**src/rtl/slc_pkg.sv**
```systemverilog
package slc_pkg;
   // positions of the pins inside the synchroniser bank
   localparam int unsigned PIX_SCLK  = 0;
   localparam int unsigned PIX_SDI   = 1;
   localparam int unsigned PIX_LATCH = 2;
   localparam int unsigned PIX_CLR   = 3;
   localparam int unsigned PIX_ENN   = 4;
   localparam int unsigned PIN_COUNT = 5;

   // operation applied to the shift chain in one system clock
   typedef enum logic [1:0] {
      OP_HOLD  = 2'd0,
      OP_SHIFT = 2'd1,
      OP_LOAD  = 2'd2,
      OP_CLEAR = 2'd3
   } slc_op_e;
endpackage

```
**src/rtl/slc_sync_bank.sv**
```systemverilog
module slc_sync_bank #(
   parameter int unsigned WIDTH  = 5,
   parameter int unsigned STAGES = 2
) (
   input  logic             clk,
   input  logic             rst_n,
   input  logic [WIDTH-1:0] raw_i,
   output logic [WIDTH-1:0] lvl_o
);
   generate
      if (STAGES < 2) begin : g_bad_stages
         $error("slc_sync_bank: STAGES must be at least 2");
      end
      if (WIDTH < 1) begin : g_bad_width
         $error("slc_sync_bank: WIDTH must be at least 1");
      end
   endgenerate

   genvar gi;
   generate
      for (gi = 0; gi < WIDTH; gi++) begin : g_bit
         logic [STAGES-1:0] pipe;
         always_ff @(posedge clk or negedge rst_n) begin
            if (!rst_n) pipe <= '0;
            else        pipe <= {pipe[STAGES-2:0], raw_i[gi]};
         end
         assign lvl_o[gi] = pipe[STAGES-1];
      end
   endgenerate
endmodule

```
**src/rtl/slc_shift_chain.sv**
```systemverilog
module slc_shift_chain
   import slc_pkg::*;
#(
   parameter int unsigned N = 4
) (
   input  logic         clk,
   input  logic         rst_n,
   input  slc_op_e      op_i,
   input  logic         din_i,
   input  logic [N-1:0] par_i,
   output logic [N-1:0] q_o
);
   generate
      if (N < 2) begin : g_bad_n
         $error("slc_shift_chain: N must be at least 2");
      end
   endgenerate

   logic [N-1:0] chain_q;

   always_ff @(posedge clk or negedge rst_n) begin
      if (!rst_n) begin
         chain_q <= '0;
      end else begin
         case (op_i)
            OP_CLEAR: chain_q <= '0;
            OP_LOAD:  chain_q <= par_i;
            OP_SHIFT: chain_q <= {chain_q[N-2:0], din_i};
            default:  chain_q <= chain_q;
         endcase
      end
   end

   assign q_o = chain_q;
endmodule

```
**src/rtl/slc_read_window.sv**
```systemverilog
module slc_read_window #(
   parameter int unsigned MIN_CLKS = 20
) (
   input  logic clk,
   input  logic rst_n,
   input  logic clr_i,
   input  logic latch_lvl_i,
   input  logic sclk_fall_i,
   output logic load_o,
   output logic shift_o
);
   generate
      if (MIN_CLKS < 1) begin : g_bad_min
         $error("slc_read_window: MIN_CLKS must be at least 1");
      end
   endgenerate

   localparam int unsigned CW = $clog2(MIN_CLKS + 1);
   localparam logic [CW-1:0] CNT_TOP = CW'(MIN_CLKS);

   logic [CW-1:0] hold_cnt;
   logic          loaded_q;
   logic          open_w;
   logic          take_w;

   assign open_w = (hold_cnt == CNT_TOP);
   assign take_w = latch_lvl_i & sclk_fall_i & open_w;

   always_ff @(posedge clk or negedge rst_n) begin
      if (!rst_n) begin
         hold_cnt <= '0;
         loaded_q <= 1'b0;
      end else if (clr_i || !latch_lvl_i) begin
         hold_cnt <= '0;
         loaded_q <= 1'b0;
      end else begin
         if (!open_w) hold_cnt <= hold_cnt + 1'b1;
         if (take_w)  loaded_q <= 1'b1;
      end
   end

   assign load_o  = take_w & ~loaded_q;
   assign shift_o = take_w &  loaded_q;
endmodule

```
**src/rtl/slc_out_stage.sv**
```systemverilog
module slc_out_stage #(
   parameter int unsigned N = 4
) (
   input  logic         clk,
   input  logic         rst_n,
   input  logic         clr_i,
   input  logic         cap_i,
   input  logic [N-1:0] d_i,
   input  logic         en_n_i,
   output logic [N-1:0] q_o,
   output logic [N-1:0] drive_o
);
   logic [N-1:0] out_q;

   always_ff @(posedge clk or negedge rst_n) begin
      if (!rst_n)     out_q <= '0;
      else if (clr_i) out_q <= '0;
      else if (cap_i) out_q <= d_i;
   end

   genvar gc;
   generate
      for (gc = 0; gc < N; gc++) begin : g_gate
         assign drive_o[gc] = out_q[gc] & ~en_n_i;
      end
   endgenerate

   assign q_o = out_q;
endmodule

```
**src/rtl/serial_lowside_ctrl.sv**
```systemverilog
module serial_lowside_ctrl
   import slc_pkg::*;
#(
   parameter int unsigned NUM_CH         = 4,
   parameter int unsigned SYNC_STAGES    = 2,
   parameter int unsigned LATCH_MIN_CLKS = 20
) (
   input  logic              clk,
   input  logic              rst_n,
   input  logic              ser_clk_i,
   input  logic              ser_din_i,
   input  logic              ser_latch_i,
   input  logic              ser_clr_i,
   input  logic              drv_en_n_i,
   input  logic [NUM_CH-1:0] fault_i,
   output logic              ser_dout_o,
   output logic [NUM_CH-1:0] chan_on_o
);
   generate
      if (NUM_CH < 2) begin : g_bad_ch
         $error("serial_lowside_ctrl: NUM_CH must be at least 2");
      end
   endgenerate

   logic [PIN_COUNT-1:0] pin_raw;
   logic [PIN_COUNT-1:0] pin_lvl;

   assign pin_raw[PIX_SCLK]  = ser_clk_i;
   assign pin_raw[PIX_SDI]   = ser_din_i;
   assign pin_raw[PIX_LATCH] = ser_latch_i;
   assign pin_raw[PIX_CLR]   = ser_clr_i;
   assign pin_raw[PIX_ENN]   = drv_en_n_i;

   slc_sync_bank #(.WIDTH(PIN_COUNT), .STAGES(SYNC_STAGES)) u_sync (
      .clk   (clk),
      .rst_n (rst_n),
      .raw_i (pin_raw),
      .lvl_o (pin_lvl)
   );

   logic sclk_lvl, latch_lvl, clr_lvl;
   logic sclk_prv, latch_prv;
   logic sclk_rise, sclk_fall, latch_rise;

   assign sclk_lvl  = pin_lvl[PIX_SCLK];
   assign latch_lvl = pin_lvl[PIX_LATCH];
   assign clr_lvl   = pin_lvl[PIX_CLR];

   always_ff @(posedge clk or negedge rst_n) begin
      if (!rst_n) begin
         sclk_prv  <= 1'b0;
         latch_prv <= 1'b0;
      end else begin
         sclk_prv  <= sclk_lvl;
         latch_prv <= latch_lvl;
      end
   end

   assign sclk_rise  =  sclk_lvl & ~sclk_prv;
   assign sclk_fall  = ~sclk_lvl &  sclk_prv;
   assign latch_rise =  latch_lvl & ~latch_prv;

   logic rd_load, rd_shift, wr_shift;

   slc_read_window #(.MIN_CLKS(LATCH_MIN_CLKS)) u_win (
      .clk         (clk),
      .rst_n       (rst_n),
      .clr_i       (clr_lvl),
      .latch_lvl_i (latch_lvl),
      .sclk_fall_i (sclk_fall),
      .load_o      (rd_load),
      .shift_o     (rd_shift)
   );

   assign wr_shift = sclk_rise & ~latch_lvl;

   slc_op_e chain_op;
   always_comb begin
      if (clr_lvl)                    chain_op = OP_CLEAR;
      else if (rd_load)               chain_op = OP_LOAD;
      else if (wr_shift || rd_shift)  chain_op = OP_SHIFT;
      else                            chain_op = OP_HOLD;
   end

   logic [NUM_CH-1:0] chain_q;
   logic [NUM_CH-1:0] out_q;

   slc_shift_chain #(.N(NUM_CH)) u_chain (
      .clk   (clk),
      .rst_n (rst_n),
      .op_i  (chain_op),
      .din_i (pin_lvl[PIX_SDI]),
      .par_i (fault_i),
      .q_o   (chain_q)
   );

   slc_out_stage #(.N(NUM_CH)) u_out (
      .clk     (clk),
      .rst_n   (rst_n),
      .clr_i   (clr_lvl),
      .cap_i   (latch_rise),
      .d_i     (chain_q),
      .en_n_i  (pin_lvl[PIX_ENN]),
      .q_o     (out_q),
      .drive_o (chan_on_o)
   );

   assign ser_dout_o = chain_q[NUM_CH-1];
endmodule

```
**config.mk**
```make
export PLATFORM = sky130hd
export DESIGN_NAME = serial_lowside_ctrl
export DESIGN_NICKNAME = d
export VERILOG_FILES = /design/src/rtl/slc_pkg.sv /design/src/rtl/slc_sync_bank.sv /design/src/rtl/slc_shift_chain.sv /design/src/rtl/slc_read_window.sv /design/src/rtl/slc_out_stage.sv /design/src/rtl/serial_lowside_ctrl.sv
export SDC_FILE = /design/constraint.sdc
export NUM_CORES = 1
export LEC_CHECK = 0
export ABC_CLOCK_PERIOD_IN_PS = 4000
export BUFFER_PORTS_ARGS = -buffer_cell sky130_fd_sc_hd__buf_2
export CAP_MARGIN = 20
export CORE_MARGIN = 2
export CORE_UTILIZATION = 59
export DETAILED_ROUTE_END_ITERATION = 10
export PLACE_DENSITY_LB_ADDON = 0.08
export REMOVE_ABC_BUFFERS = 1
export SYNTH_ARGS = -nofsm -noshare
export SYNTH_HDL_FRONTEND = slang
export SYNTH_HIERARCHICAL = 1
export SYNTH_SLANG_ARGS = --single-unit
export TNS_END_PERCENT = 30
```
**constraint.sdc**
```tcl
create_clock -name clk -period 4 [get_ports clk]
set_clock_uncertainty 0.2 [all_clocks]
set_input_delay 0.6 -clock clk [delete_from_list [all_inputs] [get_ports clk]]
set_output_delay 0.6 -clock clk [all_outputs]
set_load 0.05 [all_outputs]
```
Word level (Yosys, flattened, before mapping)
Cells that the tools add are included.

Input bits: 11. Bits in latches: 0. Output and inout bits: 5. Logic and storage cells: 51. Memories kept: 0. RAM bits: 0. ROM bits: 0. Bits in registers: 26.

Multiply operators: 0. $add $sub $neg: 1. Multiplexer cells: 10. Reduce and logical (&&, ||, !) cells: 6. Eq/ne operators: 5. Shift operators: 0. Div/mod/pow operators: 0. $lt $le $gt $ge: 0. Bitwise operators: 18.

Operators with widths (count): $and 1x1->1 (12); $pmux 4 s3 (1); $mux 5 (2); $mux 4 (2); $not 1->1 (6); $add 5x1->5 const B (1); $eq 5x5->1 const B (1); $eq 2x2->1 const B (2); $mux 2 (2); $reduce_bool 2->1 (2); $mux 1 (3); $reduce_bool 3->1 (1); $eq 2x1->1 const B (1); $logic_or 1x1->1 (2); $ne 2x2->1 const B (1); $logic_not 1->1 (1).

Depth between registers and ports, before layout
Depth in word-level cells: 11. Gate-level depth with buffers: 10. Gate-level depth less buffers: 10.

By module
Netlist, hierarchy kept.

By module, submodules not included: slc_read_window (area an instance 321.6 um^2, cells an instance 33, instances 1); slc_sync_bank (area an instance 287.8 um^2, cells an instance 15, instances 1); slc_shift_chain (area an instance 239.0 um^2, cells an instance 22, instances 1); slc_out_stage (area an instance 191.4 um^2, cells an instance 17, instances 1); serial_lowside_ctrl (area an instance 96.3 um^2, cells an instance 8, instances 1).

Worst setup path after synthesis
No wires, ideal clock.

Kind: register to register. Start: register u_win.hold_cnt[0]. End: register u_chain.chain_q[0] (netlist: u_chain/q_o[0]). Data arrival time: 1.975 ns. Stages on the path, launching flop included: 10. Required time: 3.677 ns. Buffers on the path: 0. Slack: 1.702 ns. Cells stage by stage: dfrtp_1 -> inv_1 -> ha_1 -> nand4b_1 -> nor3_1 -> inv_1 -> a211o_1 -> ha_1 -> a22oi_1 -> o21ai_2.

RTL lines: start, declared (line slc_read_window.sv:21) `logic [CW-1:0] hold_cnt;`; start signal, assigned (line slc_read_window.sv:37) `if (!open_w) hold_cnt <= hold_cnt + 1'b1;`; $eq 5x5->1 * (line slc_read_window.sv:26) `assign open_w = (hold_cnt == CNT_TOP);`; $and 1x1->1 * (line slc_read_window.sv:27) `assign take_w = latch_lvl_i & sclk_fall_i & open_w;`; $and 1x1->1 * (line slc_read_window.sv:42) `assign load_o = take_w & ~loaded_q;`; net rd_load (line serial_lowside_ctrl.sv:63) `logic rd_load, rd_shift, wr_shift;`; $mux 2 * (line serial_lowside_ctrl.sv:80) `else if (rd_load) chain_op = OP_LOAD;`; $mux 2 * (line serial_lowside_ctrl.sv:79) `if (clr_lvl) chain_op = OP_CLEAR;`; net chain_op[0] (line serial_lowside_ctrl.sv:77) `slc_op_e chain_op;`; $eq 2x1->1 or $eq 2x2->1 (tied branches) (line slc_shift_chain.sv:25) `case (op_i)`; $pmux 4 s3 or $reduce_bool 3->1 (tied branches); end signal, assigned (line slc_shift_chain.sv:27) `OP_LOAD: chain_q <= par_i;`; end signal, assigned (line slc_shift_chain.sv:28) `OP_SHIFT: chain_q <= {chain_q[N-2:0], din_i};`; end signal, assigned (line slc_shift_chain.sv:29) `default: chain_q <= chain_q;`; end, declared (line slc_shift_chain.sv:19) `logic [N-1:0] chain_q;`.

Mark *: on every way through the listed nets, which the timed path passes. The rest lies on a longest branch. A chain may end at the register's enable or synchronous reset.

Final worst setup path
Start: register u_win.hold_cnt[0]. End: register u_chain.chain_q[1] (netlist: u_chain/q_o[1]).

The elaborated chain is that of the path after synthesis.

==> run metrics <==
Seq/Total Area, Yosys 0.573; share of cells above drive strength 1 0.259; most numerous cell on the critical path inv_1; Worst R2R Path Depth 10; critical-path maximum fanout 5; Starting Density 0.644; top post-synthesis cells by count dfrtp_1 (26), nor2_1 (9), nand2_1 (7), nor2b_1 (6); Area Growth Syn to Fin 9.69%; port buffer count 15; syn avg cell area 12.0 sq um; max-cap violations 0; RSZ-0062 raised after global routing no; layout net count 125; GR Overflow Total 0; Setup CP Type flip-flop to flip-flop; Max rail drop VDD 0.279 mV; antenna violations before repair 0; Cell Rows 15; CTS sink cnt 26; number of library cell types mapped by synthesis 26; cell area after synthesis 1140 sq um; Hold Vio Cnt, Final 0; setup TNS 0 ns; Max-slew headroom 0.633; Place WS 1.45 ns; Clk pin slew, worst setup/hold paths 0.13 ns; critical path's slowest cell dfrtp_1; Period minus WS final 2.54 ns; post-synthesis sequential element count 26; Ports 16; WP data required 4.02 ns; CP delay by family, top simple AND/OR/NAND/NOR gates; CTS tree yes; DRC Markers 0; slowest stage delay, CP 0.43 ns; Placer Congestion 0.732; hpwl dp 1.23 mm; Post-Layout Cell Count 133; FFs w/ async S/R, synth 1.00; root buffer cell clkbuf_4; die area 2290 sq um; Pins Over Slew Limit 0; status completed; cell count after synthesis 95; drt total wl 1.63 mm; clock buffer depth 2; CP Capture Type flip-flop; Vias 698; Hold Crit Class input pin to async pin; Critical Path Sink u_chain/q_o[1]; Iter 0 DRT Violations 10; Synth top area share 0.573; RR Endpoint u_chain/q_o[1]; CP startpoint kind flip-flop; clk_lat worst skew 0.31 ns; power density over the cells 395 nW/um^2; Setup Fix Bufs, Post-CTS 0; first-pass GRT wire length 2.64 mm; H-tree Lvls 1; Die W 47.9 microns; Final WS setup 1.46 ns; Tcrit/Tclk final 0.636; worst slew pin tran 0.550 ns; final setup fails 0; top-count cell post-synth dfrtp_1; Layout fillers 145; CTS Buf Count 3; crit-path cells inv_1 -> ha_1 -> nand4b_1 -> nor3_1 -> inv_1 -> a211o_1 -> inv_1 -> ha_1 -> nand2b_4 -> o21ai_2; reg2reg start u_win/hold_cnt[0]; first-pass detailed-route iteration total 4; Critical Path AT 2.56 ns; Leakage 0.595 nW; worst path bufs/invs 3; Via-to-Cell Ratio 5.25; Setup crit start u_win/hold_cnt[0]; Routed Antenna Nets 0; main flop type after synthesis dfrtp_1; YS warnings 6; post-cts resize count 0; Routed WL per cell 12.2 microns; Max Fclk 0.393 GHz; number of cells on the critical path 10; R2R setup slack 1.46 ns; Post-CTS Hold Fix Bufs 0; vias in the first global route 638; Synth area leaders dfrtp_1 (57%), ha_1 (5.5%), mux2i_1 (3.5%); Core Area 1760 sq um; dpl cells 129; post-synth top area cell dfrtp_1; Tot GR Track Use 0.169; Antenna Diode Count 0; number of synthesized flops with an enable pin 0; Die Ht 47.9 microns; largest net degree at the start of global routing 27
==> metrics by stage <==
stage	instance area [sq um]	power, mW	hold WS (ns)	utilization
3_3_place_gp	1190	0.323	0.134	0.677
2_1_floorplan	1090	0.308	0.104	-
3_5_place_dp	1190	0.324	0.138	0.677
5_1_grt	1250	0.517	0.0736	0.706
6_report	1250	0.492	0.0482	0.706
4_1_cts	1250	0.500	0.0467	0.706
==> worst min-delay path by stage <==
stage                             from  slack, ns                      end
2_1_floorplan                    rst_n       0.10                latch_prv
3_3_place_gp   u_sync/g_bit[2].pipe[0]       0.13  u_sync/g_bit[2].pipe[1]
3_5_place_dp   u_sync/g_bit[2].pipe[0]       0.14  u_sync/g_bit[2].pipe[1]
4_1_cts                          rst_n       0.05        u_win/hold_cnt[1]
5_1_grt                          rst_n       0.07        u_win/hold_cnt[1]
6_report                         rst_n       0.05        u_win/hold_cnt[1]
==> power breakdown <==
part	leakage (nW)	switching, mW	internal, mW
combinational	0.234	0.0230	0.0153
clock	0.0279	0.0724	0.101
sequential	0.333	0.00743	0.273
total	0.595	0.103	0.389
==> flip-flops by register name (all words and copies together), names as in the netlist <==
name and cells:
u_chain/q_o 4, u_win/hold_cnt 5, u_sync/g_bit.pipe 10, u_win/loaded_q 1, latch_prv 1, sclk_prv 1, u_out/q_o 4
==> kinds of logic (layout without fill, tap and decap cells) <==
group	after synthesis	count (layout)	share of synthesized area
adder cells (fa/ha/maj)	5	5	0.0551
XOR/XNOR	2	2	0.0154
flip-flops	26	26	0.573
buffers and inverters	11	24	0.0595
multiplexers	4	4	0.0352
AO/OA/AOI/OAI	13	13	0.0892
AND/OR/NAND/NOR	34	34	0.173
==> per-layer routing <==
| metal | part of all wire | global-route usage | up-vias |
|---|---|---|---|
| met5 | 0 | 0 | - |
| met4 | 0 | 0.0324 | 0 |
| met3 | 0.058 | 0.0679 | 0 |
| met2 | 0.49 | 0.272 | 21 |
| met1 | 0.45 | 0.219 | 335 |
| li1 | - | - | 342 |
==> cells in the final DEF (no fill, tap or decap) <==
cell,netlist,layout
nand2_1,7,7
and4b_4,1,1
inv_1,5,5
a21oi_1,1,1
nor3_2,1,1
nand3_1,3,3
nand2b_4,1,1
a21oi_2,1,1
o21ai_2,4,4
dfrtp_1,26,26
nand4b_1,1,1
clkbuf_4,0,3
bufinv_16,0,1
a211o_1,1,1
or2_1,1,1
nor4b_2,1,1
a22oi_1,4,4
ha_1,5,5
nor2b_1,6,6
nor2_1,9,9
nor3_1,2,2
mux2i_1,4,4
xor2_1,2,2
nand2b_1,1,1
a31oi_1,1,1
buf_2,0,15
o21bai_1,1,1
==> worst reg2reg max path, cell delays in order (launching register included) <==
cell and delay (ns):
dfrtp_1 0.43, inv_1 0.09, ha_1 0.17, nand4b_1 0.20
nor3_1 0.38, inv_1 0.08, a211o_1 0.31, inv_1 0.08
ha_1 0.25, nand2b_4 0.20, o21ai_2 0.06
==> final cells by class <==
type / count / area [sq um] / area share
clock inverters: 1 / 30.0 / 0.0241
repair buffers: 15 / 75.1 / 0.0602
inverters: 5 / 18.8 / 0.0151
well taps: 25 / 31.3 / 0.0251
multi-input cells: 58 / 418 / 0.335
flip-flops and latches: 26 / 651 / 0.522
clock buffers: 3 / 22.5 / 0.0181
Power figures use the tool's default switching activity.
